--- src/rtl/blkirq_pkg.sv ---
package blkirq_pkg;
    localparam int unsigned BYTE_W = 8;
    localparam int unsigned FIFO_DEPTH = 4;
    localparam int unsigned LEN_W = 8;

    typedef enum logic {
        PEND_IDLE   = 1'b0,
        PEND_RAISED = 1'b1
    } pend_state_t;
endpackage

--- src/rtl/byte_fifo.sv ---
module byte_fifo #(
    parameter int unsigned W     = 8,
    parameter int unsigned DEPTH = 4,
    localparam int unsigned AW   = (DEPTH > 1) ? $clog2(DEPTH) : 1,
    localparam int unsigned CW   = $clog2(DEPTH + 1)
) (
    input  logic          clk,
    input  logic          rst,
    input  logic          push,
    input  logic [W-1:0]  din,
    input  logic          pop,
    output logic [W-1:0]  dout,
    output logic          push_ok,
    output logic          pop_ok,
    output logic [CW-1:0] count,
    output logic          empty,
    output logic          full
);
    logic [W-1:0]  mem [DEPTH];
    logic [AW-1:0] wptr, rptr;

    assign empty   = (count == '0);
    assign full    = (count == CW'(DEPTH));
    assign push_ok = push && !full;
    assign pop_ok  = pop && !empty;
    assign dout    = mem[rptr];

    function automatic logic [AW-1:0] bump(input logic [AW-1:0] p);
        return (p == AW'(DEPTH - 1)) ? '0 : p + 1'b1;
    endfunction

    always_ff @(posedge clk) begin
        if (push_ok) mem[wptr] <= din;
    end

    always_ff @(posedge clk) begin
        if (rst) begin
            wptr  <= '0;
            rptr  <= '0;
            count <= '0;
        end else begin
            if (push_ok) wptr <= bump(wptr);
            if (pop_ok)  rptr <= bump(rptr);
            unique case ({push_ok, pop_ok})
                2'b10:   count <= count + 1'b1;
                2'b01:   count <= count - 1'b1;
                default: count <= count;
            endcase
        end
    end

    p_no_overflow_r8: assert property (@(posedge clk) disable iff (rst)
        (push && full && !pop) |=> (full && $stable(wptr)));
    p_pop_empty_r1: assert property (@(posedge clk) disable iff (rst)
        (pop && empty && !push) |=> (empty && $stable(rptr)));
    p_both_hold_r11: assert property (@(posedge clk) disable iff (rst)
        (push_ok && pop_ok) |=> $stable(count));
endmodule

--- src/rtl/blk_counter.sv ---
module blk_counter #(
    parameter int unsigned LEN_W = 8
) (
    input  logic             clk,
    input  logic             rst,
    input  logic [LEN_W-1:0] blk_len,
    input  logic             step,
    output logic             eob
);
    logic [LEN_W-1:0] cnt;
    logic [LEN_W:0]   nxt;

    assign nxt = {1'b0, cnt} + 1'b1;
    // Reaching or passing the length ends the block; a length of 0 ends every byte.
    assign eob = step && (nxt >= {1'b0, blk_len});

    always_ff @(posedge clk) begin
        if (rst)       cnt <= '0;
        else if (eob)  cnt <= '0;
        else if (step) cnt <= nxt[LEN_W-1:0];
    end

    p_reload_r9: assert property (@(posedge clk) disable iff (rst)
        eob |=> (cnt == '0));
    p_advance_r9: assert property (@(posedge clk) disable iff (rst)
        (step && !eob) |=> (cnt != '0));
endmodule

--- src/rtl/pend_fsm.sv ---
module pend_fsm
    import blkirq_pkg::*;
(
    input  logic clk,
    input  logic rst,
    input  logic set,
    input  logic clr,
    output logic pend
);
    pend_state_t state, state_nxt;

    always_ff @(posedge clk) begin
        if (rst) state <= PEND_IDLE;
        else     state <= state_nxt;
    end

    always_comb begin
        state_nxt = state;
        unique case (state)
            PEND_IDLE:   if (set)        state_nxt = PEND_RAISED;
            PEND_RAISED: if (clr && !set) state_nxt = PEND_IDLE;
            default:     state_nxt = PEND_IDLE;
        endcase
    end

    always_comb begin
        pend = (state == PEND_RAISED);
    end

    p_set_wins_r7: assert property (@(posedge clk) disable iff (rst)
        set |=> pend);
    p_clear_r7: assert property (@(posedge clk) disable iff (rst)
        (pend && clr && !set) |=> !pend);
endmodule

--- src/rtl/blk_fifo_irq.sv ---
module blk_fifo_irq
    import blkirq_pkg::*;
#(
    parameter int unsigned DW    = BYTE_W,
    parameter int unsigned DEPTH = FIFO_DEPTH,
    parameter int unsigned LW    = LEN_W
) (
    input  logic          clk,
    input  logic          rst,
    input  logic [LW-1:0] blk_len,
    input  logic          host_wr,
    input  logic [DW-1:0] host_wdata,
    input  logic          host_rd,
    output logic [DW-1:0] host_rdata,
    output logic          host_rerr,
    input  logic          stat_rd,
    input  logic          ser_tx_pop,
    output logic [DW-1:0] ser_tx_data,
    input  logic          ser_rx_push,
    input  logic [DW-1:0] ser_rx_data,
    input  logic          ser_rx_err,
    output logic          irq_n,
    output logic          tx_src,
    output logic          rx_src,
    output logic          tx_empty,
    output logic          tx_full,
    output logic          rx_empty,
    output logic          rx_full,
    output logic          rx_eob,
    output logic          rx_ovr
);
    localparam int unsigned CW     = $clog2(DEPTH + 1);
    localparam int unsigned N_SRC  = 2;
    localparam int unsigned SRC_TX = 0;
    localparam int unsigned SRC_RX = 1;

    logic          tx_push_ok, tx_pop_ok, rx_push_ok, rx_pop_ok;
    logic [CW-1:0] tx_cnt, rx_cnt;
    logic [DW:0]   rx_head;
    logic          blk_end, rx_fill_evt, tx_drain_evt;
    logic [N_SRC-1:0] src_set, src_clr, src_pend;

    byte_fifo #(.W(DW), .DEPTH(DEPTH)) u_txq (
        .clk(clk), .rst(rst),
        .push(host_wr), .din(host_wdata),
        .pop(ser_tx_pop), .dout(ser_tx_data),
        .push_ok(tx_push_ok), .pop_ok(tx_pop_ok),
        .count(tx_cnt), .empty(tx_empty), .full(tx_full)
    );

    byte_fifo #(.W(DW + 1), .DEPTH(DEPTH)) u_rxq (
        .clk(clk), .rst(rst),
        .push(ser_rx_push), .din({ser_rx_err, ser_rx_data}),
        .pop(host_rd), .dout(rx_head),
        .push_ok(rx_push_ok), .pop_ok(rx_pop_ok),
        .count(rx_cnt), .empty(rx_empty), .full(rx_full)
    );

    assign host_rdata = rx_head[DW-1:0];
    assign host_rerr  = rx_head[DW];

    blk_counter #(.LEN_W(LW)) u_blk (
        .clk(clk), .rst(rst), .blk_len(blk_len),
        .step(rx_push_ok), .eob(blk_end)
    );

    // Buffer events: count crosses into full (rx) or into empty (tx).
    assign rx_fill_evt  = rx_push_ok && !rx_pop_ok && (rx_cnt == CW'(DEPTH - 1));
    assign tx_drain_evt = tx_pop_ok && !tx_push_ok && (tx_cnt == CW'(1));

    assign src_set[SRC_TX] = tx_drain_evt;
    assign src_clr[SRC_TX] = stat_rd || host_wr;
    assign src_set[SRC_RX] = blk_end || rx_fill_evt;
    assign src_clr[SRC_RX] = stat_rd || host_rd;

    for (genvar g = 0; g < N_SRC; g++) begin : g_src
        pend_fsm u_pend (
            .clk(clk), .rst(rst),
            .set(src_set[g]), .clr(src_clr[g]), .pend(src_pend[g])
        );
    end

    assign tx_src = src_pend[SRC_TX];
    assign rx_src = src_pend[SRC_RX];
    assign irq_n  = ~|src_pend;

    always_ff @(posedge clk) begin
        if (rst) begin
            rx_eob <= 1'b0;
            rx_ovr <= 1'b0;
        end else begin
            if (blk_end)      rx_eob <= 1'b1;
            else if (stat_rd) rx_eob <= 1'b0;
            if (ser_rx_push && rx_full) rx_ovr <= 1'b1;
            else if (stat_rd)           rx_ovr <= 1'b0;
        end
    end

    p_overrun_flag_r8: assert property (@(posedge clk) disable iff (rst)
        (ser_rx_push && rx_full) |=> rx_ovr);
    p_rx_fill_irq_r3: assert property (@(posedge clk) disable iff (rst)
        (ser_rx_push && !host_rd && rx_cnt == CW'(DEPTH - 1)) |=> !irq_n);
    p_tx_drain_irq_r4: assert property (@(posedge clk) disable iff (rst)
        (ser_tx_pop && !host_wr && tx_cnt == CW'(1)) |=> !irq_n);
    p_reset_state_r10: assert property (@(posedge clk)
        rst |=> (irq_n && tx_empty && rx_empty && !rx_eob && !rx_ovr));
endmodule

--- config.mk ---
export PLATFORM = sky130hd
export DESIGN_NAME = blk_fifo_irq
export DESIGN_NICKNAME = d
export VERILOG_FILES = /design/src/rtl/blkirq_pkg.sv /design/src/rtl/byte_fifo.sv /design/src/rtl/blk_counter.sv /design/src/rtl/pend_fsm.sv /design/src/rtl/blk_fifo_irq.sv
export SDC_FILE = /design/constraint.sdc
export NUM_CORES = 1
export LEC_CHECK = 0
export BUFFER_PORTS_ARGS = -buffer_cell sky130_fd_sc_hd__buf_2
export CORE_MARGIN = 2
export CORE_UTILIZATION = 25
export CTS_CLUSTER_DIAMETER = 120
export DETAILED_ROUTE_END_ITERATION = 6
export GPL_TIMING_DRIVEN = 0
export SLEW_MARGIN = 20
export SYNTH_ARGS = -nofsm -noshare
export SYNTH_HDL_FRONTEND = slang
export SYNTH_SLANG_ARGS = --single-unit
--- constraint.sdc ---
create_clock -name clk -period 4.1 [get_ports clk]
set_input_delay 0.41 -clock clk [delete_from_list [all_inputs] [get_ports clk]]
set_output_delay 0.41 -clock clk [all_outputs]
set_load 0.02 [all_outputs]
==> Word level (Yosys, flattened, before mapping) <==
Memory sizes are Yosys's and may differ from the RTL's. A register that Yosys moved wholly into a read port is not among the register bits.
Index checks and enable logic that the tools add are counted.
{ "totals": {"reg_bits": 26, "mem_bits_rw": 68, "inputBits": 32, "elab_cells": 92, "mem_count": 2} }
{ "mem_list": {"columns": ["memory", "words", "width", "rd", "rd_ports_with_merged_regs", "wr", "line", "text"], "rows": [
  ["u_rxq.mem", 4, 9, 1, 1, 1, "byte_fifo.sv:19", "logic [W-1:0] mem [DEPTH];"],
  ["u_txq.mem", 4, 8, 1, 1, 1, "byte_fifo.sv:19", null]
]} }
{ "op_classes": {"addsub": 9, "magnitude_cmp": 1, "n_eq_ne": 12, "muxes": 23, "n_bitwise": 2, "n_reduce_logical": 32} }
{ "op_table": {"columns": ["op", "n"], "rows": [
  ["$mux W2", 8],
  ["$eq A2 B2 Y1 const B", 6],
  ["$logic_and A1 B1 Y1", 12],
  ["$pmux W3 S2", 2],
  ["$mux W1", 11],
  ["$add A8 B1 Y9 const B", 1],
  ["$ge A9 B8 Y1", 1],
  ["$logic_not A1 Y1", 9],
  ["$add A2 B1 Y2 const B", 4],
  ["$reduce_bool A2 Y1", 4],
  ["$add A3 B1 Y3 const B", 2],
  ["$eq A3 B3 Y1 const B", 2],
  ["$logic_not A3 Y1", 2],
  ["$sub A3 B1 Y3 const B", 2],
  ["$eq A2 B1 Y1 const B", 2],
  ["$pmux W1 S2", 2],
  ["$reduce_or A2 Y1", 2],
  ["$eq A3 B1 Y1 const B", 1],
  ["$eq A3 B2 Y1 const B", 1],
  ["$logic_or A1 B1 Y1", 3],
  ["$not A1 Y1", 2]
]} }

==> Longest topological paths before layout <==
{ "logic_depth": {"word_depth": 11, "depth_mapped": 11, "depth_no_buf": 10} }

==> Hierarchy <==
A second synthesis with hierarchy kept.
{ "hier_totals": {"cells_unflattened": 301, "hier_area_um2": 4289.1} }
{ "modules_own_cells": {"columns": ["mod", "n_inst", "cells_each", "area_per_inst_um2"], "rows": [
  ["byte_fifo (u_rxq)", 1, 101, 1791.7],
  ["byte_fifo (u_txq)", 1, 96, 1649.1],
  ["blk_counter", 1, 81, 656.9],
  ["blk_fifo_irq", 1, 15, 113.9],
  ["pend_fsm", 2, 4, 38.8]
]} }

==> Least setup slack after synthesis <==
OpenSTA, ideal clock, no wires.
{ "synth_path": {"kind": "register to register", "startpoint": "register u_rxq.count[2]", "endpoint": "register u_rxq.count[2]", "setup_ps": 70, "t_arrival_ps": 2403, "required_time_ps": 4030, "path_slack_ps": 1627, "stages_incl_launch_ff": 11, "path_cell_list": "dfxtp_1 -> nor3b_2 -> nand2b_4 -> buf_6 -> buf_2 -> ha_1 -> inv_1 -> fa_1 -> xor2_1 -> or3_1 -> a21oi_1"} }
{ "synth_between": {"elab_chain_len": 5, "elab_cells_between_ends": 12, "cone_classes": "2 x add/sub; 3 x eq/ne; 1 x mux; 6 x reduce/logical"} }
{ "synth_rtl": {"columns": ["item", "line", "text"], "rows": [
  ["start: declaration", "byte_fifo.sv:15", "output logic [CW-1:0] count,"],
  ["start signal: assignment", "byte_fifo.sv:45", "2'b10: count <= count + 1'b1;"],
  ["start signal: assignment", "byte_fifo.sv:46", "2'b01: count <= count - 1'b1;"],
  ["start signal: assignment", "byte_fifo.sv:47", "default: count <= count;"],
  ["$eq A3 B3 Y1 *", "byte_fifo.sv:23", "assign full = (count == CW'(DEPTH));"],
  ["net rx_full", "blk_fifo_irq.sv:28", "output logic rx_full,"],
  ["$logic_not A1 Y1 *", "byte_fifo.sv:24", "assign push_ok = push && !full;"],
  ["$logic_and A1 B1 Y1 *", "byte_fifo.sv:24", null],
  ["$eq A2 B1 Y1 or $eq A2 B2 Y1 (tied branches)", "byte_fifo.sv:44", "unique case ({push_ok, pop_ok})"],
  ["$pmux W3 S2 or $reduce_bool A2 Y1 (tied branches)", null, null]
]} }
Mark *: on every way through the listed nets, which the timed path passes. The rest lies on a longest branch.
A chain may end at the register's enable or synchronous reset.

==> Worst setup path in the final report <==
{ "layout_path": {"startpoint": "register u_blk.cnt[0]", "endpoint": "register u_blk.cnt[0]"} }
{ "layout_between": {"elab_chain_len": 4} }
{ "layout_rtl": {"columns": ["item", "line", "text"], "rows": [
  ["start: declaration", "blk_counter.sv:10", "logic [LEN_W-1:0] cnt;"],
  ["start signal: assignment", "blk_counter.sv:20", "else if (step) cnt <= nxt[LEN_W-1:0];"],
  ["$add A8 B1 Y9", "blk_counter.sv:13", "assign nxt = {1'b0, cnt} + 1'b1;"],
  ["net u_blk.nxt[6]", "blk_counter.sv:11", "logic [LEN_W:0] nxt;"],
  ["$ge A9 B8 Y1", "blk_counter.sv:15", "assign eob = step && (nxt >= {1'b0, blk_len});"],
  ["$logic_and A1 B1 Y1", "blk_counter.sv:15", null],
  ["$reduce_or A2 Y1 (no line)", null, null]
]} }
The timed path passes the listed nets, and every way through them passes these cells.

==> results.txt <==
final number of hold-violating endpoints: 0
layout cell share with drive strength beyond 1: 26.4%
count of buffers from port buffering: 56
net count of the finished layout: 436
switching power: 0.856 mW
die footprint: 18200 um2
WP data arrival: 3.06 ns
detail-routed via count per cell: 4.29
Yosys top cell by area: edfxtp_1
Num CTS Buffers: 9
proportion of power drawn by the clock network: 32.2%
detailed route wirelength on metal3: 307 um
antenna cell count: 0
count of flip-flops with a built-in enable after synthesis: 68
maximum fanout along the worst path: 6
Layout area overhead: 20.7%
biggest area contributors in the synthesized netlist: edfxtp_1, dfxtp_1, mux4_2
area share of the largest cell type after synthesis: 47.6%
unique cell type count in the Yosys netlist: 37
cell internal pwr: 2.01 mW
number of remaining DRC errors: 0
total wirelength of the detailed-routed design: 8280 um
first-pass GRT wire length: 13600 um
warnings from Yosys: 0
Syn Inst Count: 310
total of hold buffers inserted after clock tree synthesis: 0
startpoint type of the worst setup path: register
final period utilization: 67.8%
DRC violation total after the first TritonRoute iteration: 98
most frequent cell after synthesis: edfxtp_1
total standard cell area after synthesis: 4290 um2
share of total power in sequential cells: 42.6%
via total after detailed routing: 2583
Power per Cell Area: 555 nW/um2
standard-cell rows: 47
Max-Cap Viols: 0
Reg clk slew, reported paths: 0.07 ns
TritonCTS clock tree: built
cell area after placement: 4840 um2
worst slew pin tran: 0.619 ns
Post-Route Setup TNS: 0 ns
fin area: 5170 um2
die height: 135 um
uppermost signal routing layer after detailed routing: met4
buffers inserted during post-CTS setup optimization: 0
I/O Pins: 58
total design power: 2.87 mW
maximum number of pins on one net before global-route repair: 19
unrepaired setup endpoints after global routing: false
max-slew violations: 0
CTS HTree Levels: 3
final cell count without fillers: 602
global-route total usage across every layer: 9.77%
placed cells: 586
post-synthesis net count: 369
post-synthesis async set-or-reset flop share: 0%
number of cells upsized or downsized after cts: 0
Min-Delay Path Class: primary input to register
post-placement setup slack: 1.38 ns
die width: 135 um
met1 wire length: 3800 um
end-of-flow core utilization: 31.1%
last weighted congestion value of the routability-driven placer: 0.759
initial antenna violation count: 0
most frequent cells after synthesis: edfxtp_1, dfxtp_1, ha_1, a21oi_1, inv_1
clock tree skew after final layout: 0.0128 ns
worst-case vdd ir drop: 0.000235 V
Switching Fraction: 29.8%
start-to-end type of the worst setup path: register to register
run status: completed
Final min period: 2.78 ns
DR WL/cell: 13.7 um
iteration count of the initial detailed-routing pass: 4
clock sink count: 98
sequential cell area fraction in the yosys report: 61.7%
P_leak: 1.99 nW
Req. time, crit path: 4.38 ns
hold_ws: 0.267 ns
Initial Utilization: 25.7%
Clock Tree Root: clkbuf_16
number of global-route vias before repair: 2759
detailed placement HPWL: 5880 um
min setup slack post-route: 1.32 ns
Avg Synthesized Cell Area: 13.8 um2
CTS Buffer Depth: 2
clock insertion delay at the later pin of the skew report: 0.35 ns
ys flop type: edfxtp_1
Highest Clock Rate: 0.360 GHz
nature of the critical path endpoint: register
grt total ovfl: 0
remaining number of nets flagged by the antenna check after routing: 0
detailed route wirelength on metal2: 3970 um
combinational cell fraction of total power: 25.2%
Setup Viol. Count Final: 0
worst slew margin relative to its limit: 58.8%
standard cell core area: 16600 um2
Synth Register Bits: 98
state kept, by name, summed over array words and instances, names as in the netlist, named ones only:
name,count
g_src.u_pend.pend,2
rx_ovr,1
u_rxq.wptr,2
u_txq.count,3
rx_eob,1
u_txq.wptr,2
u_txq.mem,32
u_rxq.mem,36
u_blk.cnt,8
u_rxq.rptr,2
u_rxq.count,3
u_txq.rptr,2
layout by cell type (no fill, tap or decap), types with 3 or more instances in the layout:
cell type,synthesis,layout
mux4_2,17,17
clkbuf_16,0,9
o21ai_0,4,4
a31oi_1,3,3
nand3_1,9,9
nand4_1,6,6
inv_1,21,21
and2_1,6,6
and3_1,8,8
ha_1,26,26
dfxtp_1,30,30
a21oi_1,21,21
xor2_1,6,6
nor2b_1,4,4
clkbuf_1,3,3
nor3_1,8,8
nor2_1,17,17
nand2_1,18,18
edfxtp_1,68,68
xnor2_1,4,4
nand2b_1,3,3
buf_2,7,63
path summary, 6_finish.rpt:
kind,from,end,slack (ns),depth (start not counted)
worst max register to register,u_blk.cnt[0],u_blk.cnt[0],1.32,10
worst min register to register,u_blk.cnt[1],u_blk.cnt[1],0.49,2
worst max-delay path,u_blk.cnt[0],u_blk.cnt[0],1.32,10
worst min-delay path,host_wdata[1],u_txq.mem[2][1],0.27,1
critical path, stage by stage, from the launching register on:
cell     delay (ns)
dfxtp_1        0.43
ha_1           0.28
and3_1         0.21
nand3_1        0.14
xnor2_1        0.24
ha_1           0.28
and3_1         0.17
a21oi_1        0.18
nand3_1        0.15
or4_1          0.49
a21oi_1        0.14
per-layer routing:
metal	GRT usage, %	vias to the layer above
li1	-	1277
met1	12.1	1241
met2	16.0	55
met3	1.99	10
met4	5.26	0
met5	0	-
kinds of logic (layout without fill, tap and decap cells):
| family | count (synthesis) | in the layout | share of synthesized area [%] |
|---|---|---|---|
| muxes | 19 | 19 | 9.40 |
| DFF | 98 | 98 | 61.7 |
| and+or+nand+nor | 89 | 89 | 11.2 |
| xor gates and xnor gates | 10 | 10 | 2.04 |
| adders and majority gates | 27 | 27 | 8.06 |
| buffers and inverters | 34 | 106 | 3.36 |
| AOI/OAI and AO/OA | 33 | 33 | 4.26 |
cell type report:
type	instances	area, um2
clock inverters	7	106
fillers	1661	11500
multi-input cells	178	1500
well taps	220	275
repair buffers	56	280
clock buffers	9	225
flip-flops and latches	98	2640
plain buffers	13	65.1
inverters	21	78.8
power by group through the flow:
stage	clock, mW	combinational [mW]	sequential, mW
final	0.924	0.722	1.22
after global routing	0.988	0.812	1.23
after global placement	0	0.715	1.24
after detailed placement	0	0.741	1.25
after floorplan	0	0.529	1.23
after CTS	0.950	0.742	1.22
(Power assumes the default switching activity.)
